<file path="src/rtl/mcyc_scan_pkg.sv">
package mcyc_scan_pkg;

    typedef enum logic [1:0] {
        MODE_CAP = 2'd0,
        MODE_SHF = 2'd1,
        MODE_STC = 2'd2
    } launch_e;

    typedef enum logic [2:0] {
        PH_IDLE   = 3'd0,
        PH_LOAD   = 3'd1,
        PH_ACT    = 3'd2,
        PH_UNLOAD = 3'd3,
        PH_DONE   = 3'd4
    } phase_e;

endpackage

</file>
<file path="src/rtl/mcyc_scan_count.sv">
module mcyc_scan_count #(
    parameter int W = 4
) (
    input  logic         clk,
    input  logic         rst_n,
    input  logic         clr_i,
    input  logic         en_i,
    input  logic [W-1:0] limit_i,
    output logic [W-1:0] cnt_o,
    output logic         last_o
);

    logic [W-1:0] cnt_d, cnt_q;

    assign last_o = (cnt_q == limit_i);
    assign cnt_o  = cnt_q;

    always_comb begin
        cnt_d = cnt_q;
        if (clr_i) begin
            cnt_d = '0;
        end else if (en_i) begin
            cnt_d = last_o ? '0 : cnt_q + W'(1);
        end
    end

    always_ff @(posedge clk or negedge rst_n) begin
        if (!rst_n) begin
            cnt_q <= '0;
        end else begin
            cnt_q <= cnt_d;
        end
    end


    cnt_in_range_chk: assert property (@(posedge clk) disable iff (!rst_n)
        en_i |-> (cnt_q <= limit_i));

endmodule

</file>
<file path="src/rtl/mcyc_scan_ctrl.sv">
module mcyc_scan_ctrl
    import mcyc_scan_pkg::*;
#(
    parameter int MW = 4
) (
    input  logic          clk,
    input  logic          rst_n,
    input  logic          start_i,
    input  logic [1:0]    mode_i,
    input  logic [MW-1:0] m_i,
    input  logic          sh_last_i,
    input  logic          act_last_i,
    output phase_e        phase_o,
    output launch_e       mode_o,
    output logic [MW-1:0] act_lim_o,
    output logic          sh_en_o,
    output logic          act_en_o,
    output logic          clr_o
);

    typedef struct packed {
        phase_e        phase;
        launch_e       mode;
        logic [MW-1:0] act_lim;
        logic          full;
    } ctrl_t;

    localparam ctrl_t CTRL_RST = '{phase: PH_IDLE, mode: MODE_CAP, act_lim: '0, full: 1'b0};

    ctrl_t ctl_d, ctl_q;

    always_comb begin
        ctl_d    = ctl_q;
        sh_en_o  = 1'b0;
        act_en_o = 1'b0;
        clr_o    = 1'b0;
        unique case (ctl_q.phase)
            PH_IDLE: begin
                clr_o = 1'b1;
                if (start_i) begin
                    ctl_d.mode    = (mode_i == 2'd3) ? MODE_CAP : launch_e'(mode_i);
                    ctl_d.act_lim = (m_i == '0) ? '0 : m_i - MW'(1);
                    ctl_d.phase   = ctl_q.full ? PH_ACT : PH_LOAD;
                end
            end
            PH_LOAD: begin
                sh_en_o = 1'b1;
                if (sh_last_i) begin
                    ctl_d.phase = PH_ACT;
                end
            end
            PH_ACT: begin
                act_en_o = 1'b1;
                if (act_last_i) begin
                    ctl_d.phase = PH_UNLOAD;
                end
            end
            PH_UNLOAD: begin
                sh_en_o = 1'b1;
                if (sh_last_i) begin
                    ctl_d.phase = PH_DONE;
                    ctl_d.full  = 1'b1;
                end
            end
            PH_DONE: begin
                ctl_d.phase = PH_IDLE;
            end
            default: begin
                ctl_d.phase = PH_IDLE;
            end
        endcase
    end

    always_ff @(posedge clk or negedge rst_n) begin
        if (!rst_n) begin
            ctl_q <= CTRL_RST;
        end else begin
            ctl_q <= ctl_d;
        end
    end

    assign phase_o   = ctl_q.phase;
    assign mode_o    = ctl_q.mode;
    assign act_lim_o = ctl_q.act_lim;


    cfg_hold_chk: assert property (@(posedge clk) disable iff (!rst_n)
        (ctl_q.phase != PH_IDLE) |=>
            ((ctl_q.phase == PH_IDLE) || ($stable(ctl_q.mode) && $stable(ctl_q.act_lim))));


    load_only_first_chk: assert property (@(posedge clk) disable iff (!rst_n)
        (ctl_q.phase == PH_LOAD) |-> !ctl_q.full);

endmodule

</file>
<file path="src/rtl/mcyc_scan_path.sv">
module mcyc_scan_path
    import mcyc_scan_pkg::*;
#(
    parameter int MW = 4
) (
    input  logic          clk,
    input  logic          rst_n,
    input  phase_e        phase_i,
    input  launch_e       mode_i,
    input  logic [MW-1:0] act_cnt_i,
    input  logic [MW-1:0] act_lim_i,
    input  logic          pat_i,
    input  logic          chain_so_i,
    output logic          chain_si_o,
    output logic          pat_req_o,
    output logic          resp_o,
    output logic          resp_valid_o,
    output logic          scan_en_o,
    output logic          clk_en_o,
    output logic          done_o
);

    logic act_se;
    logic shifting;

    always_comb begin
        unique case (mode_i)
            MODE_SHF: act_se = (act_cnt_i == '0);
            MODE_STC: act_se = (act_cnt_i != act_lim_i);
            default:  act_se = 1'b0;
        endcase
    end

    always_comb begin
        clk_en_o  = 1'b0;
        scan_en_o = 1'b0;
        unique case (phase_i)
            PH_LOAD, PH_UNLOAD: begin
                clk_en_o  = 1'b1;
                scan_en_o = 1'b1;
            end
            PH_ACT: begin
                clk_en_o  = 1'b1;
                scan_en_o = act_se;
            end
            default: begin
                clk_en_o  = 1'b0;
                scan_en_o = 1'b0;
            end
        endcase
    end

    assign shifting     = clk_en_o & scan_en_o;
    assign pat_req_o    = shifting;
    assign chain_si_o   = shifting & pat_i;
    assign resp_valid_o = (phase_i == PH_UNLOAD);
    assign resp_o       = resp_valid_o & chain_so_i;
    assign done_o       = (phase_i == PH_DONE);


    se_needs_clk_chk: assert property (@(posedge clk) disable iff (!rst_n)
        scan_en_o |-> clk_en_o);


    done_single_chk: assert property (@(posedge clk) disable iff (!rst_n)
        done_o |=> !done_o);


    idle_after_done_chk: assert property (@(posedge clk) disable iff (!rst_n)
        done_o |=> (!clk_en_o && !scan_en_o && !resp_valid_o));


    done_follows_unload_chk: assert property (@(posedge clk) disable iff (!rst_n)
        $rose(done_o) |-> $past(resp_valid_o));

endmodule

</file>
<file path="src/rtl/mcyc_scan_seq.sv">
module mcyc_scan_seq
    import mcyc_scan_pkg::*;
#(
    parameter int CHAIN_LEN = 16,
    parameter int MW        = 4
) (
    input  logic          clk,
    input  logic          rst_n,
    input  logic          start_i,
    input  logic [1:0]    mode_i,
    input  logic [MW-1:0] m_i,
    input  logic          pat_i,
    output logic          chain_si_o,
    input  logic          chain_so_i,
    output logic          pat_req_o,
    output logic          resp_o,
    output logic          resp_valid_o,
    output logic          scan_en_o,
    output logic          clk_en_o,
    output logic          done_o
);

    localparam int SHW = $clog2(CHAIN_LEN);
    localparam logic [SHW-1:0] SH_LIM = SHW'(CHAIN_LEN - 1);

    phase_e        phase;
    launch_e       mode;
    logic [MW-1:0] act_lim;
    logic [MW-1:0] act_cnt;
    logic [SHW-1:0] sh_cnt;
    logic          sh_en, act_en, clr;
    logic          sh_last, act_last;

    mcyc_scan_ctrl #(.MW(MW)) u_ctrl (
        .clk       (clk),
        .rst_n     (rst_n),
        .start_i   (start_i),
        .mode_i    (mode_i),
        .m_i       (m_i),
        .sh_last_i (sh_last),
        .act_last_i(act_last),
        .phase_o   (phase),
        .mode_o    (mode),
        .act_lim_o (act_lim),
        .sh_en_o   (sh_en),
        .act_en_o  (act_en),
        .clr_o     (clr)
    );

    mcyc_scan_count #(.W(SHW)) u_shift_cnt (
        .clk    (clk),
        .rst_n  (rst_n),
        .clr_i  (clr),
        .en_i   (sh_en),
        .limit_i(SH_LIM),
        .cnt_o  (sh_cnt),
        .last_o (sh_last)
    );

    mcyc_scan_count #(.W(MW)) u_act_cnt (
        .clk    (clk),
        .rst_n  (rst_n),
        .clr_i  (clr),
        .en_i   (act_en),
        .limit_i(act_lim),
        .cnt_o  (act_cnt),
        .last_o (act_last)
    );

    mcyc_scan_path #(.MW(MW)) u_path (
        .clk         (clk),
        .rst_n       (rst_n),
        .phase_i     (phase),
        .mode_i      (mode),
        .act_cnt_i   (act_cnt),
        .act_lim_i   (act_lim),
        .pat_i       (pat_i),
        .chain_so_i  (chain_so_i),
        .chain_si_o  (chain_si_o),
        .pat_req_o   (pat_req_o),
        .resp_o      (resp_o),
        .resp_valid_o(resp_valid_o),
        .scan_en_o   (scan_en_o),
        .clk_en_o    (clk_en_o),
        .done_o      (done_o)
    );


    start_launch_chk: assert property (@(posedge clk) disable iff (!rst_n)
        $rose(clk_en_o) |-> $past(start_i));


    shift_window_chk: assert property (@(posedge clk) disable iff (!rst_n)
        (resp_valid_o && (sh_cnt != SH_LIM)) |=> resp_valid_o);

endmodule

</file>
<file path="config.mk">
export PLATFORM = sky130hd
export DESIGN_NAME = mcyc_scan_seq
export DESIGN_NICKNAME = d
export VERILOG_FILES = /design/src/rtl/mcyc_scan_pkg.sv /design/src/rtl/mcyc_scan_count.sv /design/src/rtl/mcyc_scan_ctrl.sv /design/src/rtl/mcyc_scan_path.sv /design/src/rtl/mcyc_scan_seq.sv
export SDC_FILE = /design/constraint.sdc
export NUM_CORES = 1
export LEC_CHECK = 0
export BUFFER_PORTS_ARGS = -buffer_cell sky130_fd_sc_hd__buf_4
export CORE_MARGIN = 4
export CORE_UTILIZATION = 38
export DETAILED_ROUTE_END_ITERATION = 12
export GPL_ROUTABILITY_DRIVEN = 0
export SLEW_MARGIN = 20
export SYNTH_ARGS = -nofsm -noshare
export SYNTH_HDL_FRONTEND = slang
export SYNTH_SLANG_ARGS = --single-unit
export TNS_END_PERCENT = 50
</file>
<file path="constraint.sdc">
create_clock -name clk -period 4.44 [get_ports clk]
set_input_delay 0.888 -clock clk [delete_from_list [all_inputs] [get_ports clk]]
set_output_delay 0.888 -clock clk [all_outputs]
set_load 0.02 [all_outputs]
</file>
==> flow_summary.ini, run 1 <==
[sta]
relSlewSlack_pct = 70.26
finalCritPeriodShare_pct = 69.97
setup_violations = 0
setup_tns_ns = 0
rsz0062_at_grt = false
worst_pin_slew_ns = 0.4445
fin_crit_ns = 3.107
report.final.hold_viol_count = 0
report.final.slew_viol_count = 0
finalClockSkew_ns = 0.002858
hold_ws_ns = 0.4499
fmaxAchievable_mhz = 321.9

[global_route]
gr-usage-met2_pct = 22.05
met1_usage_pct = 16.60
top_usage_layer = met2
gr-total-overflow = 0
grt_max_degree = 19
grt_pass1_wl_um = 3663
antenna_found_initial = 0
grt_pass1_vias = 869
gr-usage-met3_pct = 3.145
track_usage_pct = 13.06

[synthesis]
syn_area_per_cell_um2 = 9.540
ys_seq_area_share_pct = 42.15
ys_seq_elements = 18
netlist_area_um2 = 1069
synthCells = 112
ys_types = 34
syn_nets = 128
yosysTopAreaCellShare_pct = 42.15
synthTopCellsByArea = dfrtp_1 42%, ha_1 5.9%, xnor2_1 4.1%, o21ai_0 3.7%, nand2_1 3.5%
synth_largest_area_cell = dfrtp_1
synth_warnings = 0

[place]
placed_area_um2 = 1207
io_buffers = 17
hpwlAfterDp_um = 1562

[finish]
mostFrequentLayoutCells = 18 x dfrtp_1, 17 x buf_4, 10 x nand2_1
area.growth.synth_to_final_pct = 15.11
antenna_cells = 0
fill_cells = 258
drive_gt1_share_pct = 25.20
postLayoutCellArea_um2 = 1230
final_common_cell = dfrtp_1
regArea_um2 = 450.4
nets = 145
fin_util_pct = 47.90
multi_input_area_um2 = 561.8

[run_status]
status = completed

[die]
die_h_um = 61.03
die_w_um = 61.03
fp.coreArea_um2 = 2567
row_count = 18
start_util_pct = 41.62
ioPinCount = 18
die-area_um2 = 3724

[clock_network]
cts_resized = 0
cts_sinks = 18
cts_hold_buf = 0
numCtsBuffers = 3
clk_pin_slew_worst_paths_ns = 0.10
cts_buffer_depth = 2
clock_latency_ns = 0.29
tritoncts = built
htreeDepth = 1
cts_setup_buffers = 0
cts_root_buffer = clkbuf_4

[critical_path]
r2r_cells = 4
reg2reg_from = u_act_cnt.cnt_o[2]
ff2ff_setup_slack_ns = 2.81
start_kind = flop
critPathCaptureType = output port
arrival_ns = 2.22
worst-path-max-fanout = 3
required_ns = 3.55
reg2reg_to = u_ctrl.phase_o[0]
path_class = reg -> out

[route]
routed_wl_um = 2094
drt-initial-drc-count = 18
drt.antenna.violating_nets = 0
wl_per_cell_um = 13.34
drc = 0
first_pass_iters = 7
viasPerCell = 5.357
vias = 841

[min_path]
hp-class = in -> async

[power]
p_leak_nw = 0.5578
p_total_w = 0.0007038
peakVddDrop_v = 0.0002514
power.density_nw_per_um2 = 572.2

[job]
max_cap_violations = 0
cells in the mapped netlist:
library cell  count
nand4_2           1
a221oi_1          1
o21ai_0           8
o311ai_0          1
buf_6             1
o31ai_1           3
a211o_2           2
nor2_1            8
or2b_1            1
clkbuf_1          4
a21o_1            2
nand2b_1          2
a31o_2            2
nand3b_1          1
or4b_4            1
or2_2             2
or3_2             1
nand2_1          10
nor3_1            3
a2111oi_0         1
a22o_1            3
inv_1             8
and2_1            3
nand3_1           2
mux2_2            1
nor4_4            1
nand4_1           1
nand4b_1          1
xnor2_1           5
dfrtp_1          18
a21oi_1           4
or4b_2            1
ha_1              5
and3_1            4
area by class of cell:
type / instances / share of cell area [%]
multi-input combinational: 81 / 45.68
sequential: 18 / 36.62
timing repair buffer: 17 / 10.38
tap: 30 / 3.052
inverter: 8 / 2.442
clock buffer: 3 / 1.831
where the power goes:
group	internal (W)	switching, W
sequential	0.000227	0.0000760
combinational	0.000159	0.000161
clock	0.0000315	0.0000493
routing by layer:
layer	share of wire, %	vias to the layer above	routed length (um)
li1	-	428	-
met1	47	394	974
met2	47	17	994
met3	5.0	2	105
met4	0.91	0	19
met5	0	-	0
critical path: stages (launching register included):
cell and delay [ns]:
dfrtp_1 0.39, inv_1 0.06, ha_1 0.28, or4b_4 0.56, nor4_4 0.24, a211o_2 0.15, and2_1 0.11, buf_4 0.13
cells by family (layout without fill, tap and decap cells):
family	count (synthesis)	after routing	synth area share, %
and+or+nand+nor	43	43	24.01
muxes	1	1	1.054
xor gates and xnor gates	5	5	4.098
adders and majority gates	5	5	5.855
DFF	18	18	42.15
AOI/OAI and AO/OA	27	27	17.57
buffers and inverters	13	28	5.269
registers in the layout, indices dropped and copies added (netlist names):
signal,cells
u_act_cnt.cnt_o,4
u_ctrl.ctl_q,1
u_ctrl.phase_o,3
u_ctrl.act_lim_o,4
u_shift_cnt.cnt_o,4
u_ctrl.mode_o,2
through the flow:
stage | cells | worst slack (ns)
after floorplan | 112 | 1.677
after global placement | 154 | 1.703
after detailed placement | 154 | 1.657
after CTS | 157 | 1.329
after global routing | 157 | 1.184
final | 157 | 1.333
worst max path at each step:
stage / start / to / slack [ns] / cells after the start
6_report: u_ctrl.mode_o[0] / chain_si_o / 1.33 / 7
2_1_floorplan: u_ctrl.mode_o[0] / chain_si_o / 1.68 / 6
3_3_place_gp: u_ctrl.mode_o[0] / chain_si_o / 1.70 / 7
3_5_place_dp: u_ctrl.mode_o[0] / chain_si_o / 1.66 / 7
5_1_grt: u_ctrl.mode_o[0] / chain_si_o / 1.18 / 7
4_1_cts: u_ctrl.mode_o[0] / chain_si_o / 1.33 / 7
Note: power is estimated with default switching activity, not from simulation.
==> run 2, diff against run 1 <==
==> constraint.sdc (replaced) <==
create_clock -name clk -period 3.1 [get_ports clk]
set_input_delay 0.62 -clock clk [delete_from_list [all_inputs] [get_ports clk]]
set_output_delay 0.62 -clock clk [all_outputs]
set_load 0.02 [all_outputs]
==> run 2 against run 1 <==
Via count is 0.12% higher. Flip-flop and latch count stayed put. Clock skew is 0.012 ns higher. Critical path type unchanged. Largest power group unchanged. Die area stayed put. Hold slack worse by 0.28 ns. Critical endpoint unchanged.
==> flow_summary.ini, run 2 (synthesized netlist as in run 1, its figures left out) <==
[sta]
fin_crit_ns = 2.843
rsz0062_at_grt = false
relSlewSlack_pct = 72.36
finalCritPeriodShare_pct = 91.71
setup_tns_ns = 0
hold_ws_ns = 0.1683
finalClockSkew_ns = 0.01504
fmaxAchievable_mhz = 351.7
report.final.slew_viol_count = 0
setup_violations = 0
worst_pin_slew_ns = 0.4131
report.final.hold_viol_count = 0

[critical_path]
required_ns = 2.48
r2r_cells = 4
arrival_ns = 2.22
path_class = reg -> out
reg2reg_to = u_ctrl.phase_o[0]
worst-path-max-fanout = 3
start_kind = flop
crit_start = u_ctrl.mode_o[0]
critPathCaptureType = output port
reg2reg_from = u_act_cnt.cnt_o[2]
ff2ff_setup_slack_ns = 1.48
crit_path_end = chain_si_o

[clock_network]
cts_resized = 0
tritoncts = built
clock_latency_ns = 0.30
cts_hold_buf = 0
htreeDepth = 1
cts_sinks = 18
numCtsBuffers = 3
clk_pin_slew_worst_paths_ns = 0.11
cts_buffer_depth = 2
cts_setup_buffers = 0
cts_root_buffer = clkbuf_4

[global_route]
gr-total-overflow = 0
antenna_found_initial = 0
grt_pass1_wl_um = 3560
track_usage_pct = 12.92
grt_pass1_vias = 812
grt_max_degree = 19

[route]
drc = 0
wl_per_cell_um = 13.73
drt-initial-drc-count = 12
first_pass_iters = 4
routed_wl_um = 2183
viasPerCell = 5.296
drt.antenna.violating_nets = 0
vias = 842

[finish]
antenna_cells = 0
fill_cells = 267
layout.cells.non_filler = 159
area.growth.synth_to_final_pct = 16.51
mostFrequentLayoutCells = 19 x buf_4, 18 x dfrtp_1, 10 x nand2_1
drive_gt1_share_pct = 26.36
final_common_cell = buf_4
multi_input_area_um2 = 561.8
regArea_um2 = 450.4
nets = 147

[die]
die_w_um = 61.03
die-area_um2 = 3724
ioPinCount = 18
fp.coreArea_um2 = 2567
start_util_pct = 41.62
die_h_um = 61.03
row_count = 18

[min_path]
hp-class = in -> async

[power]
power.density_nw_per_um2 = 820.5
peakVddDrop_v = 0.0004671
p_leak_nw = 0.5676

[run_status]
status = completed

[place]
hpwlAfterDp_um = 1647
place_inst = 156
io_buffers = 17

[job]
max_cap_violations = 0
==> run 2: cell count changes in the layout (fill, tap and decap cells not counted) <==
cell and delta:
buf_4 +2
==> run 2: worst max-delay path, cell delays in order, from the launching register on <==
cell,delay (ns)
dfrtp_1,0.38
inv_1,0.05
ha_1,0.28
or4b_4,0.56
nor4_4,0.25
a211o_2,0.16
and2_1,0.12
buf_4,0.13
==> run 2: per-stage QoR <==
step                worst slack, ns  power (W)  instance area (um^2)  util, %
global placement             0.6303  0.0008960                  1222    47.61
finish                       0.2569   0.001022                  1245    48.49
floorplan                    0.6050  0.0007721                  1069        -
global route                 0.1533   0.001111                  1245    48.49
CTS                          0.2420   0.001029                  1245    48.49
detailed placement           0.5659  0.0009123                  1222    47.61
==> run 2: worst min path at each step <==
stage / start / to / slack [ns] / cells after the start
final: rst_n / u_shift_cnt.cnt_o[0] / 0.17 / 1
after global routing: rst_n / u_shift_cnt.cnt_o[0] / 0.18 / 1
after CTS: rst_n / u_shift_cnt.cnt_o[0] / 0.18 / 1
after detailed placement: u_ctrl.act_lim_o[0] / u_ctrl.act_lim_o[0] / 0.49 / 2
after global placement: u_ctrl.act_lim_o[0] / u_ctrl.act_lim_o[0] / 0.49 / 2
after floorplan: rst_n / u_act_cnt.cnt_o[0] / 0.32 / 0
==> run 2: cell type report <==
class	count	share of cell area, %
Multi-Input combinational cell	81	45.13
Sequential cell	18	36.18
Timing Repair Buffer	19	11.46
Tap cell	30	3.015
Inverter	8	2.412
Clock buffer	3	1.809
==> run 2: layer usage <==
layer	wire [um]	up-vias	global-route usage, %
li1	-	432	-
met1	961	391	14.73
met2	1095	17	23.26
met3	108	2	4.403
met4	19	0	2.786
met5	0	-	0
==> run 2: power by group <==
part | leakage, nW | internal [W] | switching (W)
combinational | 0.332 | 0.000234 | 0.000249
sequential | 0.221 | 0.000325 | 0.0000955
clock | 0.0138 | 0.0000452 | 0.0000725
total | 0.568 | 0.000605 | 0.000417
